==> src/rtl/ptw_pkg.sv <==
package ptw_pkg;

    localparam int PROT_W   = 3;
    localparam int VALID_IX = 0;
    localparam int PROT_LSB = 1;
    localparam int PFN_LSB  = PROT_LSB + PROT_W;

    typedef enum logic [2:0] {
        ST_IDLE,
        ST_ISSUE,
        ST_WAIT,
        ST_CHECK,
        ST_INSERT,
        ST_FAULT
    } walk_state_e;

    typedef enum logic [1:0] {
        VERD_OK,
        VERD_SEG,
        VERD_PROT
    } verdict_e;

    // every requested access bit must be granted by the entry
    function automatic logic access_granted(input logic [PROT_W-1:0] perm,
                                            input logic [PROT_W-1:0] want);
        return (want & ~perm) == '0;
    endfunction

endpackage

==> src/rtl/ptw_addr_gen.sv <==
module ptw_addr_gen #(
    parameter int VPN_W     = 20,
    parameter int PA_W      = 32,
    parameter int PTE_BYTES = 4
) (
    input  logic [PA_W-1:0]  base,
    input  logic [VPN_W-1:0] vpn,
    output logic [PA_W-1:0]  addr
);
    localparam logic [PA_W-1:0] STRIDE = PA_W'(PTE_BYTES);

    logic [PA_W-1:0] offset;

    generate
        if (VPN_W >= PA_W) begin : g_trunc
            assign offset = vpn[PA_W-1:0] * STRIDE;
        end else begin : g_ext
            assign offset = {{(PA_W-VPN_W){1'b0}}, vpn} * STRIDE;
        end
    endgenerate

    assign addr = base + offset;
endmodule

==> src/rtl/ptw_pte_eval.sv <==
module ptw_pte_eval
    import ptw_pkg::*;
#(
    parameter int PTE_W = 32,
    parameter int PFN_W = 20
) (
    input  logic [PTE_W-1:0]  pte,
    input  logic [PROT_W-1:0] want,
    output verdict_e          verdict,
    output logic [PFN_W-1:0]  pfn,
    output logic [PROT_W-1:0] perm
);
    localparam int PFN_MSB = PFN_LSB + PFN_W - 1;

    logic present;

    assign present = pte[VALID_IX];
    assign perm    = pte[PFN_LSB-1:PROT_LSB];
    assign pfn     = pte[PFN_MSB:PFN_LSB];

    always_comb begin
        if (!present)
            verdict = VERD_SEG;
        else if (!access_granted(perm, want))
            verdict = VERD_PROT;
        else
            verdict = VERD_OK;
    end
endmodule

==> src/rtl/ptw_fsm.sv <==
module ptw_fsm
    import ptw_pkg::*;
#(
    parameter int VPN_W  = 20,
    parameter int ASID_W = 8,
    parameter int PA_W   = 32,
    parameter int PTE_W  = 32
) (
    input  logic              clk,
    input  logic              rst,
    input  logic              miss_valid,
    input  logic [VPN_W-1:0]  miss_vpn,
    input  logic [ASID_W-1:0] miss_asid,
    input  logic [PROT_W-1:0] miss_acc,
    input  logic [PA_W-1:0]   addr_calc,
    input  logic              mem_req_ready,
    input  logic              mem_rsp_valid,
    input  logic [PTE_W-1:0]  mem_rsp_data,
    input  verdict_e          verdict,
    output logic              idle,
    output logic              issuing,
    output logic [PA_W-1:0]   addr_q,
    output logic [VPN_W-1:0]  vpn_q,
    output logic [ASID_W-1:0] asid_q,
    output logic [PROT_W-1:0] acc_q,
    output logic [PTE_W-1:0]  pte_q,
    output logic              insert,
    output logic              seg,
    output logic              prot,
    output logic              finish
);
    walk_state_e state;
    verdict_e    verd_q;

    always_ff @(posedge clk) begin
        if (rst) begin
            state  <= ST_IDLE;
            verd_q <= VERD_OK;
            addr_q <= '0;
            vpn_q  <= '0;
            asid_q <= '0;
            acc_q  <= '0;
            pte_q  <= '0;
        end else begin
            case (state)
                ST_IDLE: if (miss_valid) begin
                    vpn_q  <= miss_vpn;
                    asid_q <= miss_asid;
                    acc_q  <= miss_acc;
                    addr_q <= addr_calc;
                    state  <= ST_ISSUE;
                end
                ST_ISSUE: if (mem_req_ready) state <= ST_WAIT;
                ST_WAIT: if (mem_rsp_valid) begin
                    pte_q <= mem_rsp_data;
                    state <= ST_CHECK;
                end
                ST_CHECK: begin
                    verd_q <= verdict;
                    state  <= (verdict == VERD_OK) ? ST_INSERT : ST_FAULT;
                end
                default: state <= ST_IDLE;
            endcase
        end
    end

    assign idle    = (state == ST_IDLE);
    assign issuing = (state == ST_ISSUE);
    assign insert  = (state == ST_INSERT);
    assign seg     = (state == ST_FAULT) && (verd_q == VERD_SEG);
    assign prot    = (state == ST_FAULT) && (verd_q == VERD_PROT);
    assign finish  = (state == ST_INSERT) || (state == ST_FAULT);
endmodule

==> src/rtl/ptw_engine.sv <==
module ptw_engine
    import ptw_pkg::*;
#(
    parameter int VPN_W     = 20,
    parameter int PFN_W     = 20,
    parameter int ASID_W    = 8,
    parameter int PA_W      = 32,
    parameter int PTE_W     = 32,
    parameter int PTE_BYTES = 4
) (
    input  logic              clk,
    input  logic              rst,
    input  logic [PA_W-1:0]   pt_base,
    input  logic              miss_valid,
    output logic              miss_ready,
    input  logic [VPN_W-1:0]  miss_vpn,
    input  logic [ASID_W-1:0] miss_asid,
    input  logic [2:0]        miss_acc,
    output logic              mem_req_valid,
    input  logic              mem_req_ready,
    output logic [PA_W-1:0]   mem_req_addr,
    input  logic              mem_rsp_valid,
    input  logic [PTE_W-1:0]  mem_rsp_data,
    output logic              ins_valid,
    output logic [VPN_W-1:0]  ins_vpn,
    output logic [PFN_W-1:0]  ins_pfn,
    output logic [2:0]        ins_prot,
    output logic [ASID_W-1:0] ins_asid,
    output logic              retry,
    output logic              seg_fault,
    output logic              prot_fault,
    output logic              done
);
    logic [PA_W-1:0]   addr_calc;
    logic [PTE_W-1:0]  pte_q;
    logic [PROT_W-1:0] acc_q;
    verdict_e          verdict;
    logic              insert;

    ptw_addr_gen #(
        .VPN_W(VPN_W), .PA_W(PA_W), .PTE_BYTES(PTE_BYTES)
    ) u_addr (
        .base(pt_base), .vpn(miss_vpn), .addr(addr_calc)
    );

    ptw_pte_eval #(
        .PTE_W(PTE_W), .PFN_W(PFN_W)
    ) u_eval (
        .pte(pte_q), .want(acc_q), .verdict(verdict),
        .pfn(ins_pfn), .perm(ins_prot)
    );

    ptw_fsm #(
        .VPN_W(VPN_W), .ASID_W(ASID_W), .PA_W(PA_W), .PTE_W(PTE_W)
    ) u_fsm (
        .clk(clk), .rst(rst),
        .miss_valid(miss_valid), .miss_vpn(miss_vpn),
        .miss_asid(miss_asid), .miss_acc(miss_acc),
        .addr_calc(addr_calc),
        .mem_req_ready(mem_req_ready),
        .mem_rsp_valid(mem_rsp_valid), .mem_rsp_data(mem_rsp_data),
        .verdict(verdict),
        .idle(miss_ready), .issuing(mem_req_valid), .addr_q(mem_req_addr),
        .vpn_q(ins_vpn), .asid_q(ins_asid), .acc_q(acc_q), .pte_q(pte_q),
        .insert(insert), .seg(seg_fault), .prot(prot_fault), .finish(done)
    );

    assign ins_valid = insert;
    assign retry     = insert;
endmodule

==> config.mk <==
export PLATFORM = sky130hd
export DESIGN_NAME = ptw_engine
export DESIGN_NICKNAME = d
export VERILOG_FILES = /design/src/rtl/ptw_pkg.sv /design/src/rtl/ptw_addr_gen.sv /design/src/rtl/ptw_pte_eval.sv /design/src/rtl/ptw_fsm.sv /design/src/rtl/ptw_engine.sv
export SDC_FILE = /design/constraint.sdc
export NUM_CORES = 1
export LEC_CHECK = 0
export CORE_ASPECT_RATIO = 1.5
export CORE_MARGIN = 5
export CORE_UTILIZATION = 30
export DETAILED_ROUTE_END_ITERATION = 6
export PLACE_DENSITY_LB_ADDON = 0.25
export SLEW_MARGIN = 20
export SYNTH_ARGS = -nofsm -noshare
export SYNTH_HDL_FRONTEND = slang
export SYNTH_SLANG_ARGS = --single-unit
==> constraint.sdc <==
create_clock -name clk -period 7.8 [get_ports clk]
set_input_delay 1.56 -clock clk [delete_from_list [all_inputs] [get_ports clk]]
set_output_delay 1.56 -clock clk [all_outputs]
set_load 0.02 [all_outputs]
After elaboration in Yosys (flattened, before gate mapping):

Cells that the tools add are included.
Widths: inputs -> output; s select.

* output and inout bits: 90
* bits in registers: 92
* word-level logic and storage cells: 36

* equal/unequal tests: 10
* reduce and logical (&&, ||, !) cells: 9
* bitwise operators: 2
* add/sub/neg operators: 1
* mux-type cells: 7

Operators with widths (number)
* $add 32x22->32: 1
* $pmux 3 s4: 1
* $mux 3: 3
* $eq 3x2->1 const B: 2
* $eq 3x3->1 const B: 2
* $logic_not 3->1: 2
* $mux 2: 2
* $ne 2x2->1 const B: 2
* $reduce_and 2->1: 2
* $and 3x3->3: 1
* $eq 3x1->1 const B: 1
* $not 3->3: 1
* $reduce_and 3->1: 1
* $eq 2x1->1 const B: 1
* $eq 2x2->1 const B: 1
* $logic_and 1x1->1: 2
* $logic_not 2->1: 1
* $ne 2x1->1 const B: 1
* $logic_or 1x1->1: 1
* $mux 1: 1

Longest topological paths before layout:

* depth in word-level cells: 8
* mapped depth: 9
* depth with buffers taken out: 9

Hierarchy:

Synthesis repeated with hierarchy kept, for this count alone.

* cells, all modules: 698
* area, all modules: 5325.1 µm²

By module, submodules not included
* ptw_fsm: area each 3628.5 µm², instances 1, cells an instance 445, seq. area each 2001.9 µm²
* ptw_addr_gen: area each 1487.7 µm², instances 1, cells an instance 224, seq. area each 0.0 µm²
* ptw_pte_eval: area each 201.4 µm², instances 1, cells an instance 28, seq. area each 0.0 µm²
* ptw_engine: area each 7.5 µm², instances 1, cells an instance 1, seq. area each 0.0 µm²

Worst setup path after synthesis:

No wires, ideal clock.

* path kind: input to register
* from: input port pt_base[2]
* to: register u_fsm.addr_q[28]
* data arrival time: 3.503 ns
* library setup time: 0.117 ns
* required time: 7.683 ns
* setup slack: 4.180 ns
* stages on the path: 9
* path through: ha_1 -> fa_1 -> a21o_1 -> a221oi_4 -> o22ai_2 -> o211ai_4 -> a2111oi_2 -> xor2_1 -> a22o_1

* word-level cells in the longest chain between the ends: 1

RTL lines
* from (decl): RTL line ptw_engine.sv:13 `input logic [PA_W-1:0] pt_base,`
* $add 32x22->32: RTL line ptw_addr_gen.sv:22 `assign addr = base + offset;`
* to (signal assigned): RTL line ptw_fsm.sv:50 `addr_q <= addr_calc;`
* to (decl): RTL line ptw_fsm.sv:22 `output logic [PA_W-1:0] addr_q,`

Every way passes these cells.
A chain may end at the register's enable or synchronous reset.

Worst setup path after layout:

* from: input port miss_vpn[0]
* to: register u_fsm.addr_q[28]

* word-level cells in the longest chain between the ends: 1

RTL lines
* from (decl): RTL line ptw_engine.sv:16 `input logic [VPN_W-1:0] miss_vpn,`
* $add 32x22->32: RTL line ptw_addr_gen.sv:22

Every way passes these cells.

==> summary.txt <==
Synthesis
  – Post-synthesis sequential area ratio: 37.9%
  – Post-Synth XOR/XNOR Area: 4.51%
  – Synthesized flop and latch total: 92
  – Synth area leaders: dfxtp_1, nand2_1, a21oi_1
  – Mapped Cells: 609
  – Async SR Flop Fraction: 0%
  – Post-synthesis mux area share: 0.206%
  – Netlist cell types: 65
  – Post-Synth Simple-Gate Area: 21.2%
  – Top FF cell, synth: dfxtp_1
  – Adder-Cell Fraction of Synth Area: 5.57%
  – Post-synth net total: 730
  – Combinational family with the most area after synthesis: compound AO/OA/AOI/OAI gates
  – Mapped Area: 4850 um2
  – Complex-gate fraction of the synthesized area: 21.4%
  – Synth warnings: 0
  – Number of synthesized flops with an enable pin: 0
  – Cell taking the most area after synthesis: dfxtp_1
  – Synthesized area per cell: 7.97 um2
  – Top-area cell type share of the netlist area: 37.9%

Clock tree
  – Root buf cell: clkbuf_16
  – Worst-path clk slew: 70 ps
  – Gates resized, CTS repair: 0
  – Setup bufs post-CTS: 0
  – Depth of the CTS H-tree: 3
  – CTS Buffer Depth: 2
  – Number of CTS-inserted buffers: 9
  – Cts hold-fix bufs: 0
  – # clock sinks: 92
  – Worst skew pair latency: 340 ps
  – CTS tree: done

Setup path
  – Reg2reg end: u_fsm.addr_q[15]$_SDFFE_PP0P_
  – CP Launch Type: input port
  – Critical Path End: u_fsm.addr_q[28]$_SDFFE_PP0P_
  – CP delay by family, top: compound AO/OA/AOI/OAI gates
  – Worst r2r path cells: 5
  – Cell chain of the critical path: clkdlybuf4s50_1 > ha_1 > fa_1 > a21o_1 > a221oi_4 > o22ai_2 > o211ai_4 > a2111oi_2 > xor2_1 > a22o_1
  – Critical R2R Launch: u_fsm.state[1]$_SDFFE_PP0P_
  – Worst Setup SP: miss_vpn[0]
  – CP Depth: 10
  – Crit Path Max Fanout: 6
  – Register-to-register setup slack: 5450 ps
  – Required time of the critical path: 8030 ps
  – CP max-delay cell: clkdlybuf4s50_1
  – Slowest stage delay, CP: 440 ps
  – Critical path class: in -> reg
  – Worst path buffer plus inverter count: 1
  – Worst Setup End Kind: flop
  – Worst endpoint data arrival time: 4220 ps

Timing
  – RSZ-0062 raised after global routing: false
  – Slew @ Worst Pin: 838 ps
  – Hold Violations, Final: 0
  – Crit path time final: 3990 ps
  – Endpoints failing setup: 0
  – Slew Viols, Final: 0
  – Fin Setup TNS: 0 ps
  – Slew margin rel.: 43.9%
  – Max Clock Skew: 7.27 ps
  – Max Fclk: 251 MHz
  – Final period util: 51.1%

Layout
  – P&R area growth vs syn: 41.4%
  – Layout cells sized above 1: 5.10%
  – N_diodes: 0
  – Fin cells: 951
  – Nets@finish: 862
  – Fillers: 1625

Power and ir drop
  – Max VDD drop: 96.8 uV
  – Sequential share of power: 38.8%
  – Clock power share: 35.0%
  – Comb pwr share: 26.2%
  – PwrDens: 196 nW/um2
  – Internal power: 949 uW
  – Psw: 396 uW
  – Net Sw Frac: 29.5%
  – Leakage: 2.50 nW

Placement
  – Final GP Congestion: 0.846
  – DP HPWL: 11500 um
  – I/O Buffers: 181
  – Placed Cells: 936

Run status
  – Status: finished, final reports clean

Routing
  – Vias/cell: 4.84
  – Vias: 4599
  – 1st-iter DRT viols: 274
  – DRT antenna net count: 0
  – Pre-antenna DRT Iters: 5
  – Detailed Route WL: 15100 um
  – # DRC: 0
  – Wire length per cell: 15.9 um

Floorplan
  – Die W: 114 um
  – Starting Density: 30.3%
  – Core area: 16000 um2
  – Die area: 18900 um2
  – Site row count: 57
  – Die height: 166 um
  – Io pins: 190

Global route
  – First-pass GRT wire length: 23600 um
  – Vias in the first global route: 4575
  – Initial antenna violation count: 0
  – GRT Util Overall: 15.4%
  – Largest net degree at the start of global routing: 59
  – Gr ovfl total: 0

Worst hold path
  – HP Class: reg -> reg

Job
  – Maxcap violations: 0
worst min path at each step:
stage	from	slack (ps)	cells after the start	endpoint
6_report	u_fsm.vpn_q[15]$_SDFFE_PP0P_	450	2	u_fsm.vpn_q[15]$_SDFFE_PP0P_
3_5_place_dp	u_fsm.addr_q[8]$_SDFFE_PP0P_	450	2	u_fsm.addr_q[8]$_SDFFE_PP0P_
4_1_cts	u_fsm.addr_q[8]$_SDFFE_PP0P_	450	2	u_fsm.addr_q[8]$_SDFFE_PP0P_
2_1_floorplan	u_fsm.acc_q[1]$_SDFFE_PP0P_	440	2	u_fsm.acc_q[1]$_SDFFE_PP0P_
5_1_grt	u_fsm.pte_q[6]$_SDFFE_PP0P_	470	2	u_fsm.pte_q[6]$_SDFFE_PP0P_
3_3_place_gp	u_fsm.addr_q[6]$_SDFFE_PP0P_	440	2	u_fsm.addr_q[6]$_SDFFE_PP0P_
logic make-up (layout without fill, tap and decap cells):
kind of cell             after synthesis  in the layout
adder cells (fa/ha/maj)               21             21
flip-flops                            92             92
buffers and inverters                 72            208
XOR/XNOR                              25             25
AND/OR/NAND/NOR                      238            238
multiplexers                           1              1
AO/OA/AOI/OAI                        160            160
tightest hold or removal path, cell delays in order (launching register included):
cell and delay [ps]:
dfxtp_1 310, nand2_1 50, a21oi_1 50
stage by stage:
stage / power (mW) / area, um2 / setup WS [ps] / hold WS, ps / utilization, %
floorplan: 0.738 / 4850 / 4180 / 436 / -
global placement: 0.881 / 6550 / 3470 / 442 / 40.8
detailed placement: 0.886 / 6550 / 3470 / 445 / 40.8
CTS: 1.37 / 6870 / 3810 / 455 / 42.8
global route: 1.41 / 6870 / 3690 / 472 / 42.8
finish: 1.35 / 6870 / 3810 / 454 / 42.8
cells in the mapped netlist (2+ instances only):
library cell and n:
nand2_1 163, a21oi_1 92, dfxtp_1 92, nor2_1 26, buf_4 25, clkbuf_1 24, ha_1 20, xnor2_1 14
a22o_1 12, xor2_1 11, nand3_1 9, inv_1 8, o21ai_0 8, a211oi_1 7, buf_2 7, nor3_1 7
a21o_1 6, nand4_1 5, a31oi_1 4, o211ai_1 4, buf_6 3, nand2b_1 3, nand3b_1 3, nor2b_1 3
nor3b_1 3, o2111ai_1 3, o21bai_1 3, o221ai_1 3, or3_1 3, and3_1 2, o21a_1 2
cell type report:
| type | instances | area, um2 | area share [%] |
|---|---|---|---|
| Tap cell | 206 | 258 | 3.75 |
| Clock inverter | 6 | 95.1 | 1.38 |
| Multi-Input combinational cell | 445 | 2580 | 37.6 |
| Inverter | 8 | 30.0 | 0.437 |
| Clock buffer | 9 | 225 | 3.28 |
| Timing Repair Buffer | 185 | 1840 | 26.7 |
| Sequential cell | 92 | 1840 | 26.8 |
layer usage:
layer,track usage [%],share of wire [%],vias up
li1,-,-,2328
met1,17.1,40,2119
met2,28.0,53,131
met3,3.50,5.0,21
met4,5.99,2.8,0
met5,0,0,-
registers in the layout (all words and copies together), names as in the netlist:
signal,cells
u_fsm.verd_q,2
u_fsm.addr_q,32
u_fsm.asid_q,8
u_fsm.state,3
u_fsm.pte_q,24
u_fsm.acc_q,3
u_fsm.vpn_q,20
power by group through the flow:
stage	clock, mW	combinational [mW]	sequential (mW)
after CTS	0.488	0.355	0.523
after global placement	0	0.349	0.532
after global routing	0.506	0.381	0.526
final	0.471	0.352	0.522
after detailed placement	0	0.352	0.533
after floorplan	0	0.176	0.563
layout by cell type (no fill, tap or decap), drive strengths merged, types with 8 or more instances in the layout:
cell             n
clkdlybuf4s50  180
nand2          163
a21oi           92
dfxtp           92
nor2            26
ha              20
xnor2           14
a22o            12
xor2            11
inv             11
o21ai           10
nand3            9
clkbuf           9
a211oi           8
(Power assumes the default switching activity.)
